`src/rtl/hpd_sink_pkg.sv`:
```
package hpd_sink_pkg;

  typedef enum logic [2:0] {
    ST_INIT,
    ST_IDLE_HI,
    ST_PULSE,
    ST_GAP,
    ST_GATED
  } hpdState_t;

  typedef struct packed {
    logic loadSink;
    logic setChg;
    logic loadPulse;
    logic loadGap;
  } ctrlStrobes_t;

endpackage

```
`src/rtl/hpd_sink_datapath.sv`:
```
module hpd_sink_datapath
  import hpd_sink_pkg::*;
#(
  parameter int CLK_FREQ_HZ   = 50_000_000,
  parameter int STABLE_CYCLES = 16,
  parameter int SINK_W        = 8
) (
  input  logic              clk,
  input  logic              rstN,
  input  logic              monAsync,
  input  logic              statClr,
  input  ctrlStrobes_t      strb,
  output logic              monStable,
  output logic              monChange,
  output logic              tmrZero,
  output logic [SINK_W-1:0] sinkCount,
  output logic              statusChanged
);

  localparam int IRQ_CYCLES = (CLK_FREQ_HZ * 3) / 4000;
  localparam int GAP_CYCLES = CLK_FREQ_HZ / 500;
  localparam int TMR_MAX    = (IRQ_CYCLES > GAP_CYCLES) ? IRQ_CYCLES : GAP_CYCLES;
  localparam int TMR_W      = $clog2(TMR_MAX + 1);
  localparam int DB_W       = $clog2(STABLE_CYCLES + 1);

  logic syncA, syncB;
  logic [DB_W-1:0]  dbCnt;
  logic [TMR_W-1:0] tmr;

  // two-stage synchronizer
  always_ff @(posedge clk) begin
    if (!rstN) begin
      syncA <= 1'b0;
      syncB <= 1'b0;
    end else begin
      syncA <= monAsync;
      syncB <= syncA;
    end
  end

  // stability filter
  always_ff @(posedge clk) begin
    if (!rstN) begin
      dbCnt     <= '0;
      monStable <= 1'b0;
      monChange <= 1'b0;
    end else begin
      monChange <= 1'b0;
      if (syncB == monStable) begin
        dbCnt <= '0;
      end else if (dbCnt == DB_W'(STABLE_CYCLES - 1)) begin
        dbCnt     <= '0;
        monStable <= syncB;
        monChange <= 1'b1;
      end else begin
        dbCnt <= dbCnt + DB_W'(1);
      end
    end
  end

  // shared pulse / gap down-counter
  always_ff @(posedge clk) begin
    if (!rstN) begin
      tmr <= '0;
    end else if (strb.loadPulse) begin
      tmr <= TMR_W'(IRQ_CYCLES - 1);
    end else if (strb.loadGap) begin
      tmr <= TMR_W'(GAP_CYCLES - 1);
    end else if (tmr != '0) begin
      tmr <= tmr - TMR_W'(1);
    end
  end

  assign tmrZero = (tmr == '0);

  // sink count and sticky flag; a new event wins over a clear
  always_ff @(posedge clk) begin
    if (!rstN) begin
      sinkCount     <= '0;
      statusChanged <= 1'b0;
    end else begin
      if (strb.loadSink) sinkCount <= SINK_W'(monStable);
      if (strb.setChg) statusChanged <= 1'b1;
      else if (statClr) statusChanged <= 1'b0;
    end
  end

  p_glitch_filtered_r2: assert property (@(posedge clk) disable iff (!rstN)
    (syncB == monStable) |=> !monChange);

  p_sink_tracks_r3: assert property (@(posedge clk) disable iff (!rstN)
    strb.loadSink |=> (sinkCount == SINK_W'($past(monStable))));

  p_set_wins_r5: assert property (@(posedge clk) disable iff (!rstN)
    strb.setChg |=> statusChanged);

  p_sticky_r5: assert property (@(posedge clk) disable iff (!rstN)
    (statusChanged && !statClr) |=> statusChanged);

endmodule

```
`src/rtl/hpd_sink_control.sv`:
```
module hpd_sink_control
  import hpd_sink_pkg::*;
(
  input  logic         clk,
  input  logic         rstN,
  input  logic         initDone,
  input  logic         modeSel,
  input  logic         monStable,
  input  logic         monChange,
  input  logic         tmrZero,
  output ctrlStrobes_t strb,
  output logic         hpdOut
);

  hpdState_t state, nextState;
  logic      pending;

  always_comb begin
    nextState = state;
    strb      = '0;
    case (state)
      ST_INIT: begin
        if (initDone) begin
          strb.loadSink = 1'b1;
          nextState     = modeSel ? ST_GATED : ST_IDLE_HI;
        end
      end
      ST_IDLE_HI: begin
        if (monChange) begin
          strb.loadSink  = 1'b1;
          strb.setChg    = 1'b1;
          strb.loadPulse = 1'b1;
          nextState      = ST_PULSE;
        end
      end
      ST_PULSE: begin
        if (monChange) begin
          strb.loadSink = 1'b1;
          strb.setChg   = 1'b1;
        end
        if (tmrZero) begin
          strb.loadGap = 1'b1;
          nextState    = ST_GAP;
        end
      end
      ST_GAP: begin
        if (monChange) begin
          strb.loadSink = 1'b1;
          strb.setChg   = 1'b1;
        end
        if (tmrZero) begin
          if (pending || monChange) begin
            strb.loadPulse = 1'b1;
            nextState      = ST_PULSE;
          end else begin
            nextState = ST_IDLE_HI;
          end
        end
      end
      ST_GATED: begin
        if (monChange) strb.loadSink = 1'b1;
      end
      default: nextState = ST_INIT;
    endcase
  end

  always_ff @(posedge clk) begin
    if (!rstN) begin
      state   <= ST_INIT;
      pending <= 1'b0;
    end else begin
      state <= nextState;
      if (state == ST_GAP && tmrZero) pending <= 1'b0;
      else if (monChange && (state == ST_PULSE || state == ST_GAP)) pending <= 1'b1;
      else if (state != ST_PULSE && state != ST_GAP) pending <= 1'b0;
    end
  end

  always_comb begin
    case (state)
      ST_IDLE_HI, ST_GAP: hpdOut = 1'b1;
      ST_GATED:           hpdOut = monStable;
      default:            hpdOut = 1'b0;
    endcase
  end

  p_hpd_low_init_r1: assert property (@(posedge clk) disable iff (!rstN)
    (state == ST_INIT) |-> !hpdOut);

  p_pulse_hold_r6: assert property (@(posedge clk) disable iff (!rstN)
    (state == ST_PULSE && !tmrZero) |=> (state == ST_PULSE && !hpdOut));

  p_gap_hold_r7: assert property (@(posedge clk) disable iff (!rstN)
    (state == ST_GAP && !tmrZero) |=> (state == ST_GAP && hpdOut));

  p_queue_issue_r7: assert property (@(posedge clk) disable iff (!rstN)
    (state == ST_GAP && tmrZero && pending) |=> (state == ST_PULSE));

  p_gated_no_flag_r8: assert property (@(posedge clk) disable iff (!rstN)
    (state == ST_GATED) |-> !strb.setChg);

  p_gated_kept_r9: assert property (@(posedge clk) disable iff (!rstN)
    (state == ST_GATED) |=> (state == ST_GATED));

  p_pulse_kept_r9: assert property (@(posedge clk) disable iff (!rstN)
    (state != ST_INIT && state != ST_GATED) |=> (state != ST_GATED));

endmodule

```
`src/rtl/hpd_sink_ctrl.sv`:
```
module hpd_sink_ctrl
  import hpd_sink_pkg::*;
#(
  parameter int CLK_FREQ_HZ   = 50_000_000,
  parameter int STABLE_CYCLES = 16,
  parameter int SINK_W        = 8
) (
  input  logic              clk,
  input  logic              rstN,
  input  logic              initDone,
  input  logic              monPresent,
  input  logic              modeSel,
  input  logic              statClr,
  output logic              hpdLine,
  output logic [SINK_W-1:0] sinkCount,
  output logic              statusChanged
);

  ctrlStrobes_t strb;
  logic monStable, monChange, tmrZero;

  hpd_sink_control u_ctrl (
    .clk       (clk),
    .rstN      (rstN),
    .initDone  (initDone),
    .modeSel   (modeSel),
    .monStable (monStable),
    .monChange (monChange),
    .tmrZero   (tmrZero),
    .strb      (strb),
    .hpdOut    (hpdLine)
  );

  hpd_sink_datapath #(
    .CLK_FREQ_HZ   (CLK_FREQ_HZ),
    .STABLE_CYCLES (STABLE_CYCLES),
    .SINK_W        (SINK_W)
  ) u_dp (
    .clk           (clk),
    .rstN          (rstN),
    .monAsync      (monPresent),
    .statClr       (statClr),
    .strb          (strb),
    .monStable     (monStable),
    .monChange     (monChange),
    .tmrZero       (tmrZero),
    .sinkCount     (sinkCount),
    .statusChanged (statusChanged)
  );

endmodule

```
`config.mk`:
```
export PLATFORM = sky130hd
export DESIGN_NAME = hpd_sink_ctrl
export DESIGN_NICKNAME = d
export VERILOG_FILES = /design/src/rtl/hpd_sink_pkg.sv /design/src/rtl/hpd_sink_datapath.sv /design/src/rtl/hpd_sink_control.sv /design/src/rtl/hpd_sink_ctrl.sv
export SDC_FILE = /design/constraint.sdc
export NUM_CORES = 1
export LEC_CHECK = 0
export BUFFER_PORTS_ARGS = -buffer_cell sky130_fd_sc_hd__buf_2
export CORE_MARGIN = 2
export CORE_UTILIZATION = 57
export DETAILED_ROUTE_END_ITERATION = 10
export PLACE_DENSITY = 0.78
export SYNTH_ARGS = -nofsm -noshare
export SYNTH_HDL_FRONTEND = slang
export SYNTH_HIERARCHICAL = 1
export SYNTH_SLANG_ARGS = --single-unit
```
`constraint.sdc`:
```
create_clock -name clk -period 3.3 [get_ports clk]
set_input_delay 0.165 -clock clk [delete_from_list [all_inputs] [get_ports clk]]
set_output_delay 0.165 -clock clk [all_outputs]
set_load 0.01 [all_outputs]
```
==> impl_metrics.env, run 1 <==
export IMPL_synth_edf_count=0
export IMPL_maxSlewViolCount=0
export IMPL_vias=1272
export IMPL_grt_max_degree=23
export IMPL_max_freq_mhz=366
export IMPL_yosysTopAreaCellShare=0.405
export IMPL_port_buffers=8
export IMPL_syn_inst=183
export IMPL_grt_pass1_wl_mm=5.27
export IMPL_netSwitchingFraction=0.391
export IMPL_ys_top_cells_by_count="32 x dfxtp_1, 21 x nor2_1, 12 x nand2_1"
export IMPL_clockBufferDepth=2
export IMPL_hold_viol=0
export IMPL_clkPwrFrac=0.174
export IMPL_dp_slack_ns=0.609
export IMPL_post_route_drc_count=0
export IMPL_yosysWarnings=6
export IMPL_use_met2=0.347
export IMPL_core_area_um2=2690
export IMPL_clk_latency_ns=0.31
export IMPL_syn_cell_area_um2=1580
export IMPL_regArea_um2=641
export IMPL_worst_slew_pin_slew_ns=0.578
export IMPL_finalCriticalPeriod_ns=2.73
export IMPL_via_per_inst=5.68
export IMPL_dieHeight_um=56.7
export IMPL_hpwl_mm=2.21
export IMPL_setup_viol=0
export IMPL_rows=19
export IMPL_htree_levels=2
export IMPL_drtIter0Drc=52
export IMPL_design_die_area_um2=3210
export IMPL_synthFlopType="dfxtp_1"
export IMPL_syn_to_final_growth_pct=5.06
export IMPL_multiInputGateArea_um2=853
export IMPL_globalRouteMet1Util=0.249
export IMPL_p_int_uw=790
export IMPL_finalCritPeriodShare=0.827
export IMPL_leakage_uw=0.000683
export IMPL_grt_overflow=0
export IMPL_crit_arrival_ns=2.94
export IMPL_start_kind="flip-flop"
export IMPL_wire_per_inst_um=13.4
export IMPL_wirelength_mm=3.00
export IMPL_ys_top_cells_by_area="dfxtp_1 41%, xor2_1 5.5%, nor2_1 5.0%"
export IMPL_syn_area_per_cell_um2=8.64
export IMPL_cts_hold_buffers_added=0
export IMPL_worstPathRequired_ns=3.52
export IMPL_combPwrFrac=0.424
export IMPL_cts_sinks=32
export IMPL_r2r_start="u_dp/tmr[5]"
export IMPL_grt_pass1_vias=1265
export IMPL_num_io_pins=16
export IMPL_synth_seq_cells=32
export IMPL_critPathCaptureType="flip-flop"
export IMPL_cts_tree="built"
export IMPL_irDropWorstVdd_mv=0.472
export IMPL_n_antenna_cell=0
export IMPL_grt_setup_unrepaired="no"
export IMPL_seq_power_share=0.401
export IMPL_fin_tns_setup_ns=0
export IMPL_ff2ff_path_depth=8
export IMPL_drive_gt1_frac=0.0984
export IMPL_gp_congestion=0.910
export IMPL_relSlewSlack=0.611
export IMPL_postCtsSetupRepairBufs=0
export IMPL_cp_startpoint="u_dp/tmr[5]"
export IMPL_yosysUniqueCellTypes=40
export IMPL_max_cap_viol_count=0
export IMPL_numCtsBuffers=5
export IMPL_grt_busiest_layer="met2"
export IMPL_ys_seq_area_frac=0.405
export IMPL_nFillCells=247
export IMPL_synth_async_reset_ratio=0
export IMPL_criticalPathCategory="flip-flop to flip-flop"
export IMPL_antenna_found_initial=0
export IMPL_worstReg2RegEnd="u_dp/tmr[12]"
export IMPL_cts_root_buf="clkbuf_4"
export IMPL_met3_usage=0.0484
export IMPL_grt_total_usage=0.208
export IMPL_p_sw_uw=507
export IMPL_drtPass1Iterations=4
export IMPL_setup_ws_ns=0.571
export IMPL_finClkSkew_ns=0.00563
export IMPL_endpoint="u_dp/tmr[12]"
export IMPL_die_w_um=56.7
export IMPL_holdCritPathClass="primary input to flip-flop"
export IMPL_power_density_nw_per_um2=780
export IMPL_synth_largest_area_cell="dfxtp_1"
export IMPL_start_util=0.589
export IMPL_cts_resized=0
export IMPL_outcome="finished, final reports clean"
export IMPL_path_clk_slew_ns=0.09
export IMPL_postRouteAntennaNets=0
export IMPL_yosys_cell_count_top_type="dfxtp_1"
export IMPL_cp_max_fo=7
export IMPL_nets=202
export IMPL_r2r_slack_ns=0.57
export IMPL_worst_hold_slack_ns=0.0589
worst min-delay path by stage:
stage,from,to,slack [ns],cells past startpoint
floorplan,rstN,u_ctrl/state[2],0.28,2
global placement,monPresent,u_dp/syncA,0.38,2
detailed placement,monPresent,u_dp/syncA,0.39,2
CTS,monPresent,u_dp/syncA,0.05,2
global route,monPresent,u_dp/syncA,0.04,2
finish,monPresent,u_dp/syncA,0.06,2
power groups by stage:
stage / logic, µW / clock network, µW / registers, µW
final: 550 / 226 / 520
after global routing: 621 / 249 / 531
after CTS: 547 / 235 / 519
after detailed placement: 541 / 0 / 527
after global placement: 525 / 0 / 523
after floorplan: 463 / 0 / 512
registers in the layout, summed over array words and instances, names as in the netlist:
register,cells
u_dp/sinkCount,1
u_dp/dbCnt,5
u_dp/syncB,1
u_dp/monStable,1
u_ctrl/state,3
u_dp/monChange,1
u_dp/tmr,17
u_dp/syncA,1
u_dp/statusChanged,1
u_ctrl/pending,1
kinds of logic (layout without fill, tap and decap cells):
family          after synthesis  count (layout)  synth area share
compound gates               37              37             0.160
fa+ha+maj                     4               4            0.0316
mux                           5               5            0.0316
simple gates                 70              70             0.222
xor+xnor                     14              14            0.0775
buf+inv                      20              24            0.0696
other cells                   1               7           0.00237
flops                        32              32             0.405
worst max-delay path, cell delays in order (launching register included):
cell      delay (ns)
dfxtp_1         0.34
or4_1           0.64
and4bb_2        0.42
nand2_2         0.10
inv_1           0.13
nand2_1         0.11
nor3_1          0.36
inv_1           0.20
o221a_2         0.32
layer usage:
metal | wire, µm | up-vias
met4 | 59 | 0
met1 | 1260 | 585
met2 | 1540 | 40
met3 | 138 | 8
met5 | 0 | -
li1 | - | 639
final cells by class:
cell class | count | share of cell area
timing repair buffer | 8 | 0.0241
clock buffer | 8 | 0.0354
multi-input combinational | 137 | 0.514
inverter | 8 | 0.0181
tap | 31 | 0.0233
sequential | 32 | 0.386
cells in the final DEF (no fill, tap or decap), types with 7 or more instances in the layout:
cell type	instances
nand2_1	12
a21oi_1	7
o21ai_0	9
inv_1	8
xor2_1	10
nor2_1	21
buf_2	8
a21boi_0	7
conb_1	7
dfxtp_1	32
through the flow:
stage | utilization | instance area, µm² | total power [µW] | instances
2_1_floorplan | - | 1600 | 975 | 189
3_3_place_gp | 0.597 | 1600 | 1050 | 216
3_5_place_dp | 0.597 | 1600 | 1070 | 216
4_1_cts | 0.619 | 1660 | 1300 | 224
5_1_grt | 0.619 | 1660 | 1400 | 224
6_report | 0.619 | 1660 | 1300 | 224
No activity file was read; power rests on OpenSTA's default activity.
==> inputs of run 2 (changes only) <==
ABC_AREA = 1   (was unset)
CORE_UTILIZATION = 53   (was 57)
PLACE_DENSITY = 0.76   (was 0.78)
clock period = 2.4 ns   (was 3.3 ns; I/O delays follow)
==> impl_metrics.env, run 2 <==
export IMPL_crit_family="buffers and inverters"
export IMPL_cts_resized=0
export IMPL_gp_congestion=0.865
export IMPL_largest_reg_flops=17
export IMPL_synth_async_reset_ratio=0
export IMPL_power_uw=2450
export IMPL_num_io_pins=16
export IMPL_postRouteAntennaNets=0
export IMPL_hold_start="statClr"
export IMPL_finalCritPeriodShare=0.856
export IMPL_post_route_drc_count=0
export IMPL_grt_total_usage=0.202
export IMPL_syn_to_final_growth_pct=7.58
export IMPL_hold_viol=0
export IMPL_die_w_um=62.8
export IMPL_synth_edf_count=0
export IMPL_cpMostUsedCell="inv_1"
export IMPL_rows=21
export IMPL_numCtsBuffers=5
export IMPL_n_antenna_cell=0
export IMPL_ys_seq_area_frac=0.350
export IMPL_finClkSkew_ns=0.00524
export IMPL_cts_tree="built"
export IMPL_nets=304
export IMPL_criticalPathCategory="flip-flop to flip-flop"
export IMPL_drtPass1Iterations=4
export IMPL_ys_top_cells_by_area="dfxtp_1 35%, nand2_1 13%, inv_1 9.8%"
export IMPL_r2r_slack_ns=0.35
export IMPL_yosysUniqueCellTypes=28
export IMPL_seq_power_share=0.321
export IMPL_netSwitchingFraction=0.488
export IMPL_design_die_area_um2=3940
export IMPL_crit_slowest_cell="dfxtp_1"
export IMPL_start_util=0.549
export IMPL_combPwrFrac=0.551
export IMPL_worstReg2RegEnd="u_dp/tmr[7]"
export IMPL_worstPathCellList="inv_1 -> ha_1 -> inv_1 -> nor2_1 -> nand2_1 -> nor2_4 -> nand2_4 -> inv_1 -> inv_1 -> nor4_1 -> buf_4 -> inv_1 -> nand2_1 -> inv_1 -> a21oi_1"
export IMPL_dieHeight_um=62.8
export IMPL_cts_sinks=32
export IMPL_leakage_uw=0.000993
export IMPL_clockBufferDepth=2
export IMPL_finalCriticalPeriod_ns=2.05
export IMPL_layout_common_cells="65 x nand2_1, 48 x inv_1, 42 x nor2_1, 32 x dfxtp_1"
export IMPL_irDropWorstVdd_mv=0.589
export IMPL_postCtsSetupRepairBufs=0
export IMPL_nFillCells=355
export IMPL_yosysWarnings=6
export IMPL_start_kind="flip-flop"
export IMPL_drive_gt1_frac=0.125
export IMPL_hold_depth=4
export IMPL_max_freq_mhz=487
export IMPL_holdCritPathClass="primary input to flip-flop"
export IMPL_p_int_uw=1260
export IMPL_power_density_nw_per_um2=1250
export IMPL_fin_tns_setup_ns=0
export IMPL_syn_cell_area_um2=1830
export IMPL_grt_pass1_vias=1523
export IMPL_drtIter0Drc=68
export IMPL_min_to="u_dp/statusChanged"
export IMPL_hpwl_mm=2.72
export IMPL_largestRegisters="u_dp/tmr: 17 flops, u_dp/dbCnt: 5 flops, u_ctrl/state: 3 flops"
export IMPL_ys_top_cells_by_count="65 x nand2_1, 48 x inv_1, 42 x nor2_1"
export IMPL_worstPathRequired_ns=2.68
export IMPL_vias=1643
export IMPL_wire_per_inst_um=10.3
export IMPL_wirelength_mm=3.51
export IMPL_cp_max_fo=6
export IMPL_cts_root_buf="clkbuf_4"
export IMPL_syn_inst=279
export IMPL_crit_arrival_ns=2.33
export IMPL_path_clk_slew_ns=0.11
export IMPL_max_stage_delay_ns=0.35
export IMPL_clk_latency_ns=0.33
export IMPL_yosysTopAreaCellShare=0.350
export IMPL_mostFrequentLayoutCell="nand2_1"
export IMPL_synthFlopType="dfxtp_1"
export IMPL_ff2ff_path_depth=15
export IMPL_clkPwrFrac=0.128
export IMPL_p_sw_uw=1200
export IMPL_core_area_um2=3340
export IMPL_antenna_found_initial=0
export IMPL_yosys_cell_count_top_type="nand2_1"
export IMPL_grt_overflow=0
export IMPL_critPathCaptureType="flip-flop"
export IMPL_htree_levels=2
export IMPL_grt_max_degree=16
export IMPL_maxSlewViolCount=0
export IMPL_outcome="finished, final reports clean"
export IMPL_via_per_inst=4.82
export IMPL_path_buf_inv=7
export IMPL_grt_pass1_wl_mm=6.42
export IMPL_max_cap_viol_count=0
export IMPL_syn_area_per_cell_um2=6.57
export IMPL_grt_setup_unrepaired="no"
export IMPL_synth_seq_cells=32
export IMPL_setup_viol=0
export IMPL_largest_register="u_dp/tmr"
export IMPL_synth_largest_area_cell="dfxtp_1"
export IMPL_port_buffers=8
export IMPL_r2r_start="u_dp/tmr[0]"
[run 2: worst min-delay path, cell delays in order]
cell and delay [ns]:
buf_2 0.10, inv_1 0.04, a21oi_1 0.05, nor2_1 0.07
[run 2: worst max-delay path by stage]
| stage | end | slack, ns | from | cells after the start |
|---|---|---|---|---|
| after CTS | u_dp/tmr[7] | 0.37 | u_dp/tmr[0] | 15 |
| after detailed placement | u_dp/tmr[7] | 0.40 | u_dp/tmr[0] | 15 |
| after global routing | u_dp/tmr[7] | 0.09 | u_dp/tmr[0] | 15 |
| final | u_dp/tmr[7] | 0.35 | u_dp/tmr[0] | 15 |
| after global placement | u_dp/tmr[8] | 0.45 | u_dp/tmr[0] | 13 |
| after floorplan | u_dp/tmr[8] | 0.43 | u_dp/tmr[0] | 13 |
[run 2: final cells by class]
type	instances	area (µm²)	area share
Clock buffer	5	37.5	0.0190
Clock inverter	3	23.8	0.0121
Sequential cell	32	641	0.325
Timing Repair Buffer	11	65.1	0.0330
Multi-Input combinational cell	195	962	0.488
Inverter	49	184	0.0933
Tap cell	46	57.6	0.0292
[run 2: cells by family (layout without fill, tap and decap cells)]
logic type | count (synthesis) | count (layout) | share of synthesized area
simple gates | 150 | 150 | 0.372
buf+inv | 58 | 68 | 0.137
flops | 32 | 32 | 0.350
compound gates | 27 | 27 | 0.0786
xor+xnor | 7 | 7 | 0.0335
fa+ha+maj | 4 | 4 | 0.0273
other cells | 1 | 7 | 0.00205
[run 2: layer usage]
layer / up-vias / global-route usage / part of all wire / routed length [µm]
met3: 5 / 0.0378 / 0.035 / 123
li1: 874 / - / - / -
met2: 26 / 0.345 / 0.47 / 1650
met4: 0 / 0.0778 / 0.016 / 55
met5: - / 0 / 0 / 0
met1: 738 / 0.251 / 0.48 / 1690
[run 2: power by group through the flow]
stage / Sequential, µW / Combinational (µW) / Clock (µW)
finish: 789 / 1350 / 314
global route: 808 / 1560 / 357
CTS: 785 / 1350 / 329
detailed placement: 797 / 1340 / 0
global placement: 795 / 1330 / 0
floorplan: 769 / 1130 / 0
[run 2: per-stage QoR]
stage                     utilization  instances  area [µm²]  worst slack [ns]  hold slack (ns)
after floorplan                     -        285        1850             0.434            0.218
after global placement          0.569        332        1900             0.452            0.302
after detailed placement        0.569        332        1900             0.399            0.309
after CTS                       0.591        341        1970             0.368           0.0596
after global routing            0.591        341        1970            0.0941            0.111
final                           0.591        341        1970             0.346           0.0757
[run 2: timing repair]
item	CTS	global route
setup endpoints to repair	0	0
endpoints found under the hold margin	1	0
hold buffers	1	0
==> inputs of run 3 (changes only) <==
CORE_UTILIZATION = 59   (was 53)
PLACE_DENSITY = 0.8   (was 0.76)
clock period = 2.2 ns   (was 2.4 ns; I/O delays follow)
==> impl_metrics.env, run 3 (synthesized netlist as in run 2, its figures left out) <==
export IMPL_outcome="finished, final reports clean"
export IMPL_nets=304
export IMPL_hold_start="statClr"
export IMPL_r2r_slack_ns=0.20
export IMPL_dieHeight_um=59.7
export IMPL_hpwl_mm=2.57
export IMPL_cp_max_fo=5
export IMPL_grt_max_degree=16
export IMPL_start_util=0.610
export IMPL_htree_levels=2
export IMPL_clockBufferDepth=2
export IMPL_largest_register="u_dp/tmr"
export IMPL_finalCriticalPeriod_ns=2.00
export IMPL_wire_per_inst_um=10.6
export IMPL_max_freq_mhz=500
export IMPL_design_die_area_um2=3570
export IMPL_place_inst=319
export IMPL_antenna_found_initial=0
export IMPL_cts_root_buf="clkbuf_4"
export IMPL_maxSlewViolCount=0
export IMPL_setup_viol=0
export IMPL_layout_common_cells="65 x nand2_1, 48 x inv_1, 42 x nor2_1, 32 x dfxtp_1"
export IMPL_cts_tree="built"
export IMPL_ff2ff_path_depth=13
export IMPL_num_io_pins=16
export IMPL_largest_reg_flops=17
export IMPL_worstReg2RegEnd="u_dp/tmr[8]"
export IMPL_hold_viol=0
export IMPL_max_cap_viol_count=0
export IMPL_drive_gt1_frac=0.129
export IMPL_r2r_start="u_dp/tmr[0]"
export IMPL_drtIter0Drc=66
export IMPL_crit_family="simple AND/OR/NAND/NOR gates"
export IMPL_crit_arrival_ns=2.28
export IMPL_leakage_uw=0.00101
export IMPL_min_to="u_dp/statusChanged"
export IMPL_irDropWorstVdd_mv=0.744
export IMPL_worstPathCellList="inv_1 -> ha_1 -> inv_1 -> nor2_1 -> nand2_1 -> nor2_4 -> nand2_4 -> inv_1 -> nand3_1 -> o22ai_2 -> nor2_1 -> nand2_1 -> nor3_2"
export IMPL_criticalPathCategory="flip-flop to flip-flop"
export IMPL_syn_to_final_growth_pct=8.06
export IMPL_drtPass1Iterations=5
export IMPL_met3_usage=0.0714
export IMPL_finalCritPeriodShare=0.908
export IMPL_dpl_instance_area_um2=1880
export IMPL_finClkSkew_ns=0.00725
export IMPL_fin_area_um2=1980
export IMPL_setup_ws_ns=0.202
export IMPL_grt_total_usage=0.226
export IMPL_fin_tns_setup_ns=0
export IMPL_clk_latency_ns=0.35
export IMPL_layout_cells_non_filler=328
export IMPL_grt_pass1_wl_mm=6.00
export IMPL_dp_slack_ns=0.209
export IMPL_worstPathRequired_ns=2.48
export IMPL_globalRouteMet1Util=0.276
export IMPL_core_area_um2=3000
export IMPL_path_clk_slew_ns=0.11
export IMPL_use_met2=0.370
export IMPL_wirelength_mm=3.47
export IMPL_power_density_nw_per_um2=1400
export IMPL_worst_hold_slack_ns=0.0556
export IMPL_max_stage_delay_ns=0.36
export IMPL_start_kind="flip-flop"
export IMPL_grt_setup_unrepaired="yes"
export IMPL_mostFrequentLayoutCell="nand2_1"
export IMPL_path_buf_inv=3
export IMPL_crit_slowest_cell="dfxtp_1"
export IMPL_numCtsBuffers=5
export IMPL_cts_sinks=32
export IMPL_grt_busiest_layer="met2"
export IMPL_holdCritPathClass="primary input to flip-flop"
export IMPL_rows=20
export IMPL_vias=1645
export IMPL_hold_depth=4
export IMPL_post_route_drc_count=0
export IMPL_grt_pass1_vias=1401
export IMPL_gp_congestion=0.860
export IMPL_postCtsSetupRepairBufs=0
export IMPL_cpMostUsedCell="inv_1"
export IMPL_critPathCaptureType="flip-flop"
export IMPL_cp_num_cells=13
export IMPL_cp_startpoint="u_dp/tmr[0]"
export IMPL_postRouteAntennaNets=0
export IMPL_die_w_um=59.7
export IMPL_grt_overflow=0
export IMPL_via_per_inst=5.02
export IMPL_largestRegisters="u_dp/tmr: 17 flops, u_dp/dbCnt: 5 flops, u_ctrl/state: 3 flops"
export IMPL_n_antenna_cell=0
export IMPL_port_buffers=8
## run 3: power by group
| part | switching [µW] | internal, µW | total [µW] |
|---|---|---|---|
| combinational | 934 | 525 | 1460 |
| clock | 221 | 237 | 458 |
| sequential | 141 | 720 | 861 |
## run 3: how the worst max path moves through the flow
stage / endpoint / slack, ns
floorplan: u_dp/tmr[8] / 0.23
global placement: u_dp/tmr[8] / 0.26
detailed placement: u_dp/tmr[8] / 0.21
CTS: u_dp/tmr[8] / 0.16
global route: u_dp/tmr[8] / -0.02
finish: u_dp/tmr[8] / 0.20
## run 3: tightest hold or removal path, stage by stage
cell and delay (ns):
buf_2 0.07, inv_1 0.03, a21oi_1 0.11, nor2_1 0.04
## run 3: layer usage
layer	part of all wire	vias to the layer above	wire [µm]
met2	0.48	37	1660
met1	0.46	725	1590
met4	0.016	0	55
met5	0	-	0
met3	0.048	6	167
li1	-	877	-
## run 3: cell type report
class | instances | area (µm²)
Clock inverter | 3 | 42.5
Multi-Input combinational cell | 195 | 968
Inverter | 49 | 184
Sequential cell | 32 | 641
Fill cell | 273 | 1020
Clock buffer | 5 | 37.5
Timing Repair Buffer | 11 | 65.1
Tap cell | 33 | 41.3
## run 3: repair_timing
action                     4_1_cts  5_1_grt
hold endpoints to repair         1        0
resized for setup                0        1
setup endpoints to repair        0        8
hold buffers                     1        0
## run 3: stage by stage
stage | total power [µW] | util
2_1_floorplan | 2070 | -
3_3_place_gp | 2290 | 0.627
3_5_place_dp | 2310 | 0.627
4_1_cts | 2780 | 0.657
5_1_grt | 3080 | 0.659
6_report | 2780 | 0.659
